<file path="src/rtl/boot_mbox_pkg.sv">
package boot_mbox_pkg;

   typedef enum logic [1:0] {
      HS_CFG  = 2'd0,
      HS_REL  = 2'd1,
      HS_WAIT = 2'd2,
      HS_DONE = 2'd3
   } hs_state_t;

   function automatic int idx_width(input int n);
      return (n > 1) ? $clog2(n) : 1;
   endfunction

endpackage

</file>
<file path="src/rtl/bmh_seq.sv">
module bmh_seq
   import boot_mbox_pkg::*;
(
   input  logic clk,
   input  logic rst_n,
   input  logic win_cfg_done,
   input  logic done_hit,
   output logic post,
   output logic cfg_open,
   output logic host_open,
   output logic lock,
   output logic hs_done,
   output logic hs_done_pulse
);

   hs_state_t st_q, st_d;
   logic      lock_q, done_q, pulse_q;
   logic      finish;

   assign post      = (st_q == HS_CFG) && win_cfg_done;
   assign cfg_open  = (st_q == HS_CFG);
   assign host_open = (st_q == HS_WAIT);
   assign finish    = host_open && done_hit;

   always_comb begin
      st_d = st_q;
      unique case (st_q)
         HS_CFG:  if (win_cfg_done) st_d = HS_REL;
         HS_REL:  st_d = HS_WAIT;
         HS_WAIT: if (done_hit) st_d = HS_DONE;
         HS_DONE: st_d = HS_DONE;
         default: st_d = HS_CFG;
      endcase
   end

   always_ff @(posedge clk) begin
      if (!rst_n) begin
         st_q    <= HS_CFG;
         lock_q  <= 1'b1;
         done_q  <= 1'b0;
         pulse_q <= 1'b0;
      end else begin
         st_q    <= st_d;
         pulse_q <= finish;
         if (st_q == HS_REL) lock_q <= 1'b0;
         if (finish)         done_q <= 1'b1;
      end
   end

   assign lock          = lock_q;
   assign hs_done       = done_q;
   assign hs_done_pulse = pulse_q;

endmodule

</file>
<file path="src/rtl/bmh_mailbox.sv">
module bmh_mailbox #(
   parameter int             DW         = 32,
   parameter logic [DW-1:0]  READY_CODE = 32'h1717_1717,
   parameter logic [DW-1:0]  DONE_CODE  = 32'hA5A5_A5A5
) (
   input  logic          clk,
   input  logic          rst_n,
   input  logic          post,
   input  logic          host_we,
   input  logic [DW-1:0] host_wdata,
   output logic [DW-1:0] mbox_q,
   output logic          done_hit
);

   always_ff @(posedge clk) begin
      if (!rst_n)       mbox_q <= '0;
      else if (post)    mbox_q <= READY_CODE;
      else if (host_we) mbox_q <= host_wdata;
   end

   assign done_hit = host_we && (host_wdata == DONE_CODE);

endmodule

</file>
<file path="src/rtl/bmh_winbank.sv">
module bmh_winbank #(
   parameter int NUM_WIN = 3,
   parameter int SW      = 5,
   parameter int WIN_RST = 12
) (
   input  logic                  clk,
   input  logic                  rst_n,
   input  logic [NUM_WIN-1:0]    loc_sel,
   input  logic [SW-1:0]         loc_size,
   input  logic [NUM_WIN-1:0]    host_sel,
   input  logic [SW-1:0]         host_size,
   output logic [NUM_WIN*SW-1:0] sizes
);

   localparam logic [SW-1:0] RST_VAL = SW'(WIN_RST);

   for (genvar w = 0; w < NUM_WIN; w++) begin : g_win
      logic [SW-1:0] sz_q;
      always_ff @(posedge clk) begin
         if (!rst_n)           sz_q <= RST_VAL;
         else if (loc_sel[w])  sz_q <= loc_size;
         else if (host_sel[w]) sz_q <= host_size;
      end
      assign sizes[w*SW +: SW] = sz_q;
   end

endmodule

</file>
<file path="src/rtl/boot_mbox_hs.sv">
module boot_mbox_hs
   import boot_mbox_pkg::*;
#(
   parameter int            DW         = 32,
   parameter int            AW         = 8,
   parameter int            NUM_WIN    = 3,
   parameter int            SW         = 5,
   parameter int            WIN_RST    = 12,
   parameter int            MBOX_ADDR  = 'h00,
   parameter int            CFG_BASE   = 'h10,
   parameter logic [DW-1:0] READY_CODE = 32'h1717_1717,
   parameter logic [DW-1:0] DONE_CODE  = 32'hA5A5_A5A5,
   localparam int           IW         = idx_width(NUM_WIN)
) (
   input  logic                  clk,
   input  logic                  rst_n,
   input  logic                  loc_wr_en,
   input  logic [IW-1:0]         loc_wr_idx,
   input  logic [SW-1:0]         loc_wr_size,
   input  logic                  win_cfg_done,
   input  logic                  host_wr_en,
   input  logic [AW-1:0]         host_addr,
   input  logic [DW-1:0]         host_wdata,
   output logic [DW-1:0]         host_rdata,
   output logic [NUM_WIN*SW-1:0] win_size,
   output logic                  lock,
   output logic                  hs_done,
   output logic                  hs_done_pulse
);

   localparam longint ASPACE = longint'(1) << AW;

   if (NUM_WIN < 1) begin : g_bad_nwin
      $error("NUM_WIN must be at least 1");
   end
   if (SW < 1 || SW >= DW) begin : g_bad_sw
      $error("SW must be in 1..DW-1");
   end
   if (longint'(CFG_BASE) + NUM_WIN > ASPACE || MBOX_ADDR >= ASPACE) begin : g_bad_map
      $error("register map exceeds host address space");
   end
   if (MBOX_ADDR >= CFG_BASE && MBOX_ADDR < CFG_BASE + NUM_WIN) begin : g_bad_ovl
      $error("mailbox overlaps configuration region");
   end
   if (READY_CODE == DONE_CODE) begin : g_bad_code
      $error("ready and completion codes must differ");
   end
   if (longint'(WIN_RST) >= (longint'(1) << SW)) begin : g_bad_rst
      $error("WIN_RST does not fit in SW bits");
   end

   logic               post, cfg_open, host_open, done_hit;
   logic               mbox_hit, mbox_we, cfg_hit;
   logic [DW-1:0]      mbox_q;
   logic [NUM_WIN-1:0] loc_sel, host_hit, host_sel;
   logic [SW-1:0]      rd_size;

   assign mbox_hit = (host_addr == AW'(MBOX_ADDR));
   assign mbox_we  = host_wr_en && host_open && mbox_hit;

   for (genvar w = 0; w < NUM_WIN; w++) begin : g_dec
      assign loc_sel[w]  = loc_wr_en && cfg_open && (loc_wr_idx == IW'(w));
      assign host_hit[w] = (host_addr == AW'(CFG_BASE + w));
      assign host_sel[w] = host_wr_en && host_open && host_hit[w];
   end

   assign cfg_hit = |host_hit;

   always_comb begin
      rd_size = '0;
      for (int w = 0; w < NUM_WIN; w++) begin
         if (host_hit[w]) rd_size = rd_size | win_size[w*SW +: SW];
      end
   end

   always_comb begin
      host_rdata = '0;
      if (!lock) begin
         if (mbox_hit)     host_rdata = mbox_q;
         else if (cfg_hit) host_rdata = {{(DW-SW){1'b0}}, rd_size};
      end
   end

   bmh_seq u_seq (
      .clk           (clk),
      .rst_n         (rst_n),
      .win_cfg_done  (win_cfg_done),
      .done_hit      (done_hit),
      .post          (post),
      .cfg_open      (cfg_open),
      .host_open     (host_open),
      .lock          (lock),
      .hs_done       (hs_done),
      .hs_done_pulse (hs_done_pulse)
   );

   bmh_mailbox #(
      .DW         (DW),
      .READY_CODE (READY_CODE),
      .DONE_CODE  (DONE_CODE)
   ) u_mbox (
      .clk        (clk),
      .rst_n      (rst_n),
      .post       (post),
      .host_we    (mbox_we),
      .host_wdata (host_wdata),
      .mbox_q     (mbox_q),
      .done_hit   (done_hit)
   );

   bmh_winbank #(
      .NUM_WIN (NUM_WIN),
      .SW      (SW),
      .WIN_RST (WIN_RST)
   ) u_bank (
      .clk       (clk),
      .rst_n     (rst_n),
      .loc_sel   (loc_sel),
      .loc_size  (loc_wr_size),
      .host_sel  (host_sel),
      .host_size (host_wdata[SW-1:0]),
      .sizes     (win_size)
   );

endmodule

</file>
<file path="config.mk">
export PLATFORM = sky130hd
export DESIGN_NAME = boot_mbox_hs
export DESIGN_NICKNAME = d
export VERILOG_FILES = /design/src/rtl/boot_mbox_pkg.sv /design/src/rtl/bmh_seq.sv /design/src/rtl/bmh_mailbox.sv /design/src/rtl/bmh_winbank.sv /design/src/rtl/boot_mbox_hs.sv
export SDC_FILE = /design/constraint.sdc
export NUM_CORES = 1
export LEC_CHECK = 0
export ABC_AREA = 1
export BUFFER_PORTS_ARGS = -buffer_cell sky130_fd_sc_hd__buf_2
export CORE_UTILIZATION = 50
export CTS_CLUSTER_DIAMETER = 80
export DETAILED_ROUTE_END_ITERATION = 8
export PLACE_DENSITY = 0.8
export SYNTH_ARGS = -nofsm -noshare
export SYNTH_HDL_FRONTEND = slang
export SYNTH_SLANG_ARGS = --single-unit
</file>
<file path="constraint.sdc">
create_clock -name clk -period 1.64 [get_ports clk]
set_input_delay 0.246 -clock clk [delete_from_list [all_inputs] [get_ports clk]]
set_output_delay 0.246 -clock clk [all_outputs]
set_load 0.01 [all_outputs]
</file>
## Word-level counts from Yosys, hierarchy flattened

Index checks and enable logic that the tools add are counted.

- Add/sub/neg operators: 0
- $mul: 0
- Divide/modulo/power cells: 0
- Magnitude comparators: 0
- Equal/unequal tests: 11
- Shifts and indexed selects: 0
- Mux-type cells: 17
- Bitwise operators: 3
- Reduce and logical (&&, ||, !) cells: 22

Operators by type and width:

| operator | count |
|---|---|
| $mux W32 | 2 |
| $mux W29 | 2 |
| $mux W5 | 10 |
| $eq A32 B32 Y1 const B | 1 |
| $eq A8 B5 Y1 const B | 3 |
| $logic_and A1 B1 Y1 | 12 |
| $or A5 B5 Y5 | 2 |
| $logic_not A8 Y1 | 1 |
| $pmux W2 S4 | 1 |
| $reduce_bool A2 Y1 | 4 |
| $eq A2 B2 Y1 const B | 3 |
| $eq A2 B1 Y1 const B | 2 |
| $logic_not A2 Y1 | 2 |
| $mux W2 | 2 |
| $reduce_or A3 Y1 | 1 |
| $ne A2 B1 Y1 const B | 1 |
| $ne A2 B2 Y1 const B | 1 |
| $reduce_and A2 Y1 | 1 |
| $reduce_or A2 Y1 | 1 |
| $not A1 Y1 | 1 |

- Register bits after elaboration: 52
- Bits in latches: 0
- Bits in writable memories: 0
- Bits in read-only memories: 0
- Bits of input ports: 52
- Output and inout port bits: 50
- Word-level logic and storage cells: 62
- Memories: 0

## Logic depth before layout (Yosys ltp)

- Depth after elaboration: 9
- Depth in mapped cells: 9

## Hierarchy

Synthesis repeated with hierarchy kept, for this count alone.

- Cell total of the unflattened synthesis: 478
- Area, all modules: 3111.7 um2

By module, submodules not included:

| module | instances | cells an instance | area an instance (um2) | seq. area each (um2) |
|---|---|---|---|---|
| bmh_mailbox | 1 | 201 | 1378.8 | 640.6 |
| boot_mbox_hs | 1 | 131 | 799.5 | 0.0 |
| bmh_winbank | 1 | 122 | 750.7 | 300.3 |
| bmh_seq | 1 | 24 | 182.7 | 100.1 |

## Worst setup path after synthesis

No wires, ideal clock.

- Path kind: input -> output
- Start: input host_addr[7]
- End: output host_rdata[2]
- Arrival time: 1.091 ns
- Data required time: 1.394 ns
- Setup slack: 0.303 ns
- Stages: 8
- Cells stage by stage: nor2_1 -> nand3_1 -> inv_2 -> buf_2 -> nand3_1 -> nand3_1 -> nand2_1 -> o21ai_1

- Longest elaborated chain between the ends: 9
- Elaborated cells between the ends (all ways): 13
- Those cells by class: 3 x eq/ne; 6 x mux; 2 x bitwise; 2 x reduce/logical

RTL lines:

| item | RTL line | text |
|---|---|---|
| from (decl) | boot_mbox_hs.sv:22 | `input logic [AW-1:0] host_addr,` |
| $eq A8 B5 Y1 | boot_mbox_hs.sv:63 | `assign host_hit[w] = (host_addr == AW'(CFG_BASE + w));` |
| $mux W5 | boot_mbox_hs.sv:72 | `if (host_hit[w]) rd_size = rd_size \| win_size[w*SW +: SW];` |
| $or A5 B5 Y5 | boot_mbox_hs.sv:72 |  |
| $mux W5 | boot_mbox_hs.sv:72 |  |
| $or A5 B5 Y5 | boot_mbox_hs.sv:72 |  |
| $mux W5 | boot_mbox_hs.sv:72 |  |
| $mux W5 | boot_mbox_hs.sv:80 | `else if (cfg_hit) host_rdata = {{(DW-SW){1'b0}}, rd_size};` |
| $mux W32 * | boot_mbox_hs.sv:79 | `if (mbox_hit) host_rdata = mbox_q;` |
| $mux W32 * | boot_mbox_hs.sv:78 | `if (!lock) begin` |
| to (decl) | boot_mbox_hs.sv:24 | `output logic [DW-1:0] host_rdata,` |

Every way passes the cells marked *; elsewhere a longest branch is shown, timed or not.

## Worst setup path in the final report

Ends and elaborated chain as after synthesis.

==> results.py <==
metrics = {
    "setup_path": {
        "critical_path_cell_count": 9,
        "slowest_delay_ns": 0.21,
        "ff2ff_path_depth": 8,
        "critical_path.endpoint": "host_rdata[2]",
        "type_of_origin_of_the_critical_path": "input pin",
        "critPathSlowestCell": "a21oi_4",
        "timing.setup.critical_path_class": "input pin to primary output",
        "worstPathArrival_ns": 1.37,
        "worst_setup_path_startpoint": "host_addr[7]",
        "crit_fanout": 5,
        "worst-r2r-setup-slack_ns": 0.11,
        "worstPathBufferInverterCount": 3,
        "worst_ep_required_time_ns": 1.39,
        "timing.critical_path.cells": "buf_2 > nor2_2 > nand3_2 > inv_2 > nand3_2 > a21oi_4 > nand2_1 > o21ai_1 > buf_2",
        "rr_startpoint": "u_seq.st_q[0]$_SDFFE_PN0P_",
        "worst_r2r_endpoint": "u_bank.g_win[0].sz_q[4]$_SDFFE_PN0P_",
        "worst_path_dominant_cell_family": "simple AND/OR/NAND/NOR gates",
        "critPathCaptureType": "primary output",
    },
    "synthesis": {
        "ys_seq_elements": 52,
        "synthArstFlopShare": 0,
        "muxShareOfSynthArea": 0,
        "synth_adder_area_share": 0,
        "synthXorXnorAreaFrac": 0,
        "compound_gate_fraction_of_synth_area": 0.174,
        "synth_top_family_by_area": "simple AND/OR/NAND/NOR gates",
        "synthesis.nets": 478,
        "syn-instance-count": 426,
        "synthesis.area_per_instance_um2": 6.66,
        "synth_edf_count": 0,
        "synth-main-ff-cell": "dfxtp_1",
        "yosysUniqueCellTypes": 24,
        "synthSimpleGateAreaFrac": 0.332,
        "synth_area_um2": 2840,
        "yosysWarningCount": 0,
        "synth_seq_area_share": 0.367,
    },
    "floorplan": {
        "die_span_y_um": 77.4,
        "fp.dieArea_um2": 5980,
        "design.portCount": 102,
        "fp.coreArea_um2": 5470,
        "placement_rows": 27,
        "fp.dieW_um": 77.4,
        "floorplan.initialDensity": 0.519,
    },
    "timing": {
        "setup_viol_count_final": 0,
        "layout_min_cycle_time_ns": 1.62,
        "period_share": 0.988,
        "fmaxAchievable_mhz": 617,
        "max_slew_margin_vs_limit": 0.716,
        "hold_violations": 0,
        "worst_pin_slew_ns": 0.425,
        "clock-skew-final_ns": 0.00767,
        "unrepaired_setup_endpoints_after_global_routing": "true",
        "final_setup_slack_of_the_worst_path_ns": 0.0197,
        "final-max-slew-violation-count": 0,
    },
    "finish": {
        "area_growth_pct": 26.2,
        "mostFrequentLayoutCells": "101 x buf_2, 81 x nor2_1, 73 x nand2_1",
        "post_route_cells_drive_above_1_share": 0.295,
        "antennaDiodeCount": 0,
        "final_common_cell": "buf_2",
        "fin_cells": 600,
        "finish.net_count": 581,
    },
    "clocking": {
        "worst_skew_pair.late_latency_ns": 0.30,
        "holdBufCountCts": 0,
        "cts_buffers": 5,
        "htree_num_levels": 2,
        "root_buffer": "clkbuf_8",
        "clk_transition_reported_paths_ns": 0.09,
        "cts_tree": "built",
        "clock_path_buffers": 2,
        "cts.sink_count": 52,
    },
    "power": {
        "power.density_cell_area_nw_per_um2": 753,
        "vdd_drop_max_mv": 0.452,
        "cellLeakagePower_nw": 1.73,
        "p_total_w": 0.00270,
    },
    "routing": {
        "post_route_wl_um": 7590,
        "detailedRoute.firstPassIterationCount": 5,
        "vias": 3108,
        "drt_drc_violations_left": 0,
        "first_iter_violations": 137,
        "route.detailed.vias_per_inst": 5.18,
        "drt.antenna.violating_nets": 0,
        "wire_per_inst_um": 12.7,
    },
    "status": {
        "outcome": "complete, no violations",
    },
    "grt": {
        "grt_start_max_net_pins": 31,
        "first_global_vias": 2726,
        "grt_antenna_before_repair": 0,
        "grtUsageTotal": 0.255,
        "grt_remaining_overflow": 0,
        "grt_pass1_wl_um": 12300,
    },
    "placement": {
        "numPlacedInstances": 594,
        "detailed_placer_s_ending_hpwl_um": 5780,
        "buffer_ports.inserted": 101,
        "dp_worst_setup_slack_ns": 0.0133,
        "gp_congestion": 0.885,
    },
    "run": {
        "maxCapViolCount": 0,
    },
    "min_path": {
        "hold_path.class": "input pin to flop",
    },
}
-- metrics by stage --
step	setup TNS, ns	utilization	instance area, um^2	hold WS [ns]
after floorplan	0	-	2840	0.381
after global placement	0	0.623	3410	0.445
after detailed placement	0	0.623	3410	0.442
after CTS	0	0.642	3510	0.219
after global routing	-0.585	0.655	3580	0.217
final	0	0.655	3580	0.231
-- final cells by class --
type	instances	area [um^2]
fill	513	1890
multi-input combinational	290	1490
tap	72	90.1
clock buffer	5	68.8
clock inverter	1	30.0
sequential	52	1040
inverter	68	255
timing repair buffer	112	599
-- metal layers --
metal | global-route usage | wire (um) | vias up
met4 | 0.0887 | 127 | 0
li1 | - | - | 1566
met5 | 0 | 0 | -
met2 | 0.419 | 3610 | 135
met3 | 0.0612 | 591 | 15
met1 | 0.326 | 3260 | 1392
-- synth_stat cells (2+ instances only) --
library cell,number,share of area
o21ai_1,4,0.0071
o211ai_1,3,0.0079
nand2_1,75,0.099
buf_6,5,0.020
nor2_1,83,0.11
nor3_1,4,0.0071
nand3_1,32,0.056
buf_2,6,0.011
inv_2,3,0.0040
nand3_2,4,0.014
inv_1,64,0.085
nand4_1,5,0.011
dfxtp_1,52,0.37
a211oi_2,10,0.044
nor2_2,2,0.0044
nor2_4,5,0.020
a211oi_1,11,0.029
a21oi_1,17,0.030
clkbuf_1,5,0.0066
nand2_2,3,0.0066
o21ai_0,30,0.053
-- registers in the layout, indices dropped and copies added, names as in the netlist --
| register | count |
|---|---|
| u_seq.hs_done_pulse | 1 |
| u_seq.st_q | 2 |
| u_bank.g_win.sz_q | 15 |
| u_seq.lock | 1 |
| u_mbox.mbox_q | 32 |
| u_seq.hs_done | 1 |
-- how the worst min path moves through the flow --
stage          slack (ns)  depth (start not counted)                       endpoint                       start
2_1_floorplan        0.38                          2  u_mbox.mbox_q[0]$_SDFFE_PN0P_               host_wdata[0]
3_3_place_gp         0.44                          2     u_seq.hs_done$_SDFFE_PN0P_  u_seq.hs_done$_SDFFE_PN0P_
3_5_place_dp         0.44                          2     u_seq.hs_done$_SDFFE_PN0P_  u_seq.hs_done$_SDFFE_PN0P_
4_1_cts              0.22                          3  u_mbox.mbox_q[9]$_SDFFE_PN0P_               host_wdata[9]
5_1_grt              0.22                          3  u_mbox.mbox_q[9]$_SDFFE_PN0P_               host_wdata[9]
6_report             0.23                          3  u_mbox.mbox_q[9]$_SDFFE_PN0P_               host_wdata[9]
-- what timing repair did --
| action | in CTS | in global routing |
|---|---|---|
| resized for setup | 1 | 16 |
| cloned | 0 | 0 |
| buffers inserted | 0 | 0 |
| endpoints found under the setup margin | 20 | 36 |
| endpoints found under the hold margin | 0 | 0 |
| pin swaps | 0 | 1 |
-- logic make-up after synthesis --
kind of cell | after synthesis
simple gates | 214
compound gates | 76
buf+inv | 84
flops | 52
-- tightest hold or removal path, delay by kind of cell --
kind,cells,cell delay [ns]
buffers and inverters,2,0.19
AO/OA/AOI/OAI,1,0.06
-- power by group --
part / total (W) / switching, W / leakage, nW / internal (W)
logic: 0.000457 / 0.000291 / 1.26 / 0.000166
registers: 0.00140 / 0.0000554 / 0.425 / 0.00135
clock network: 0.000840 / 0.000402 / 0.0501 / 0.000439
total: 0.00270 / 0.000749 / 1.73 / 0.00195
Note: power is estimated with default switching activity, not from simulation.
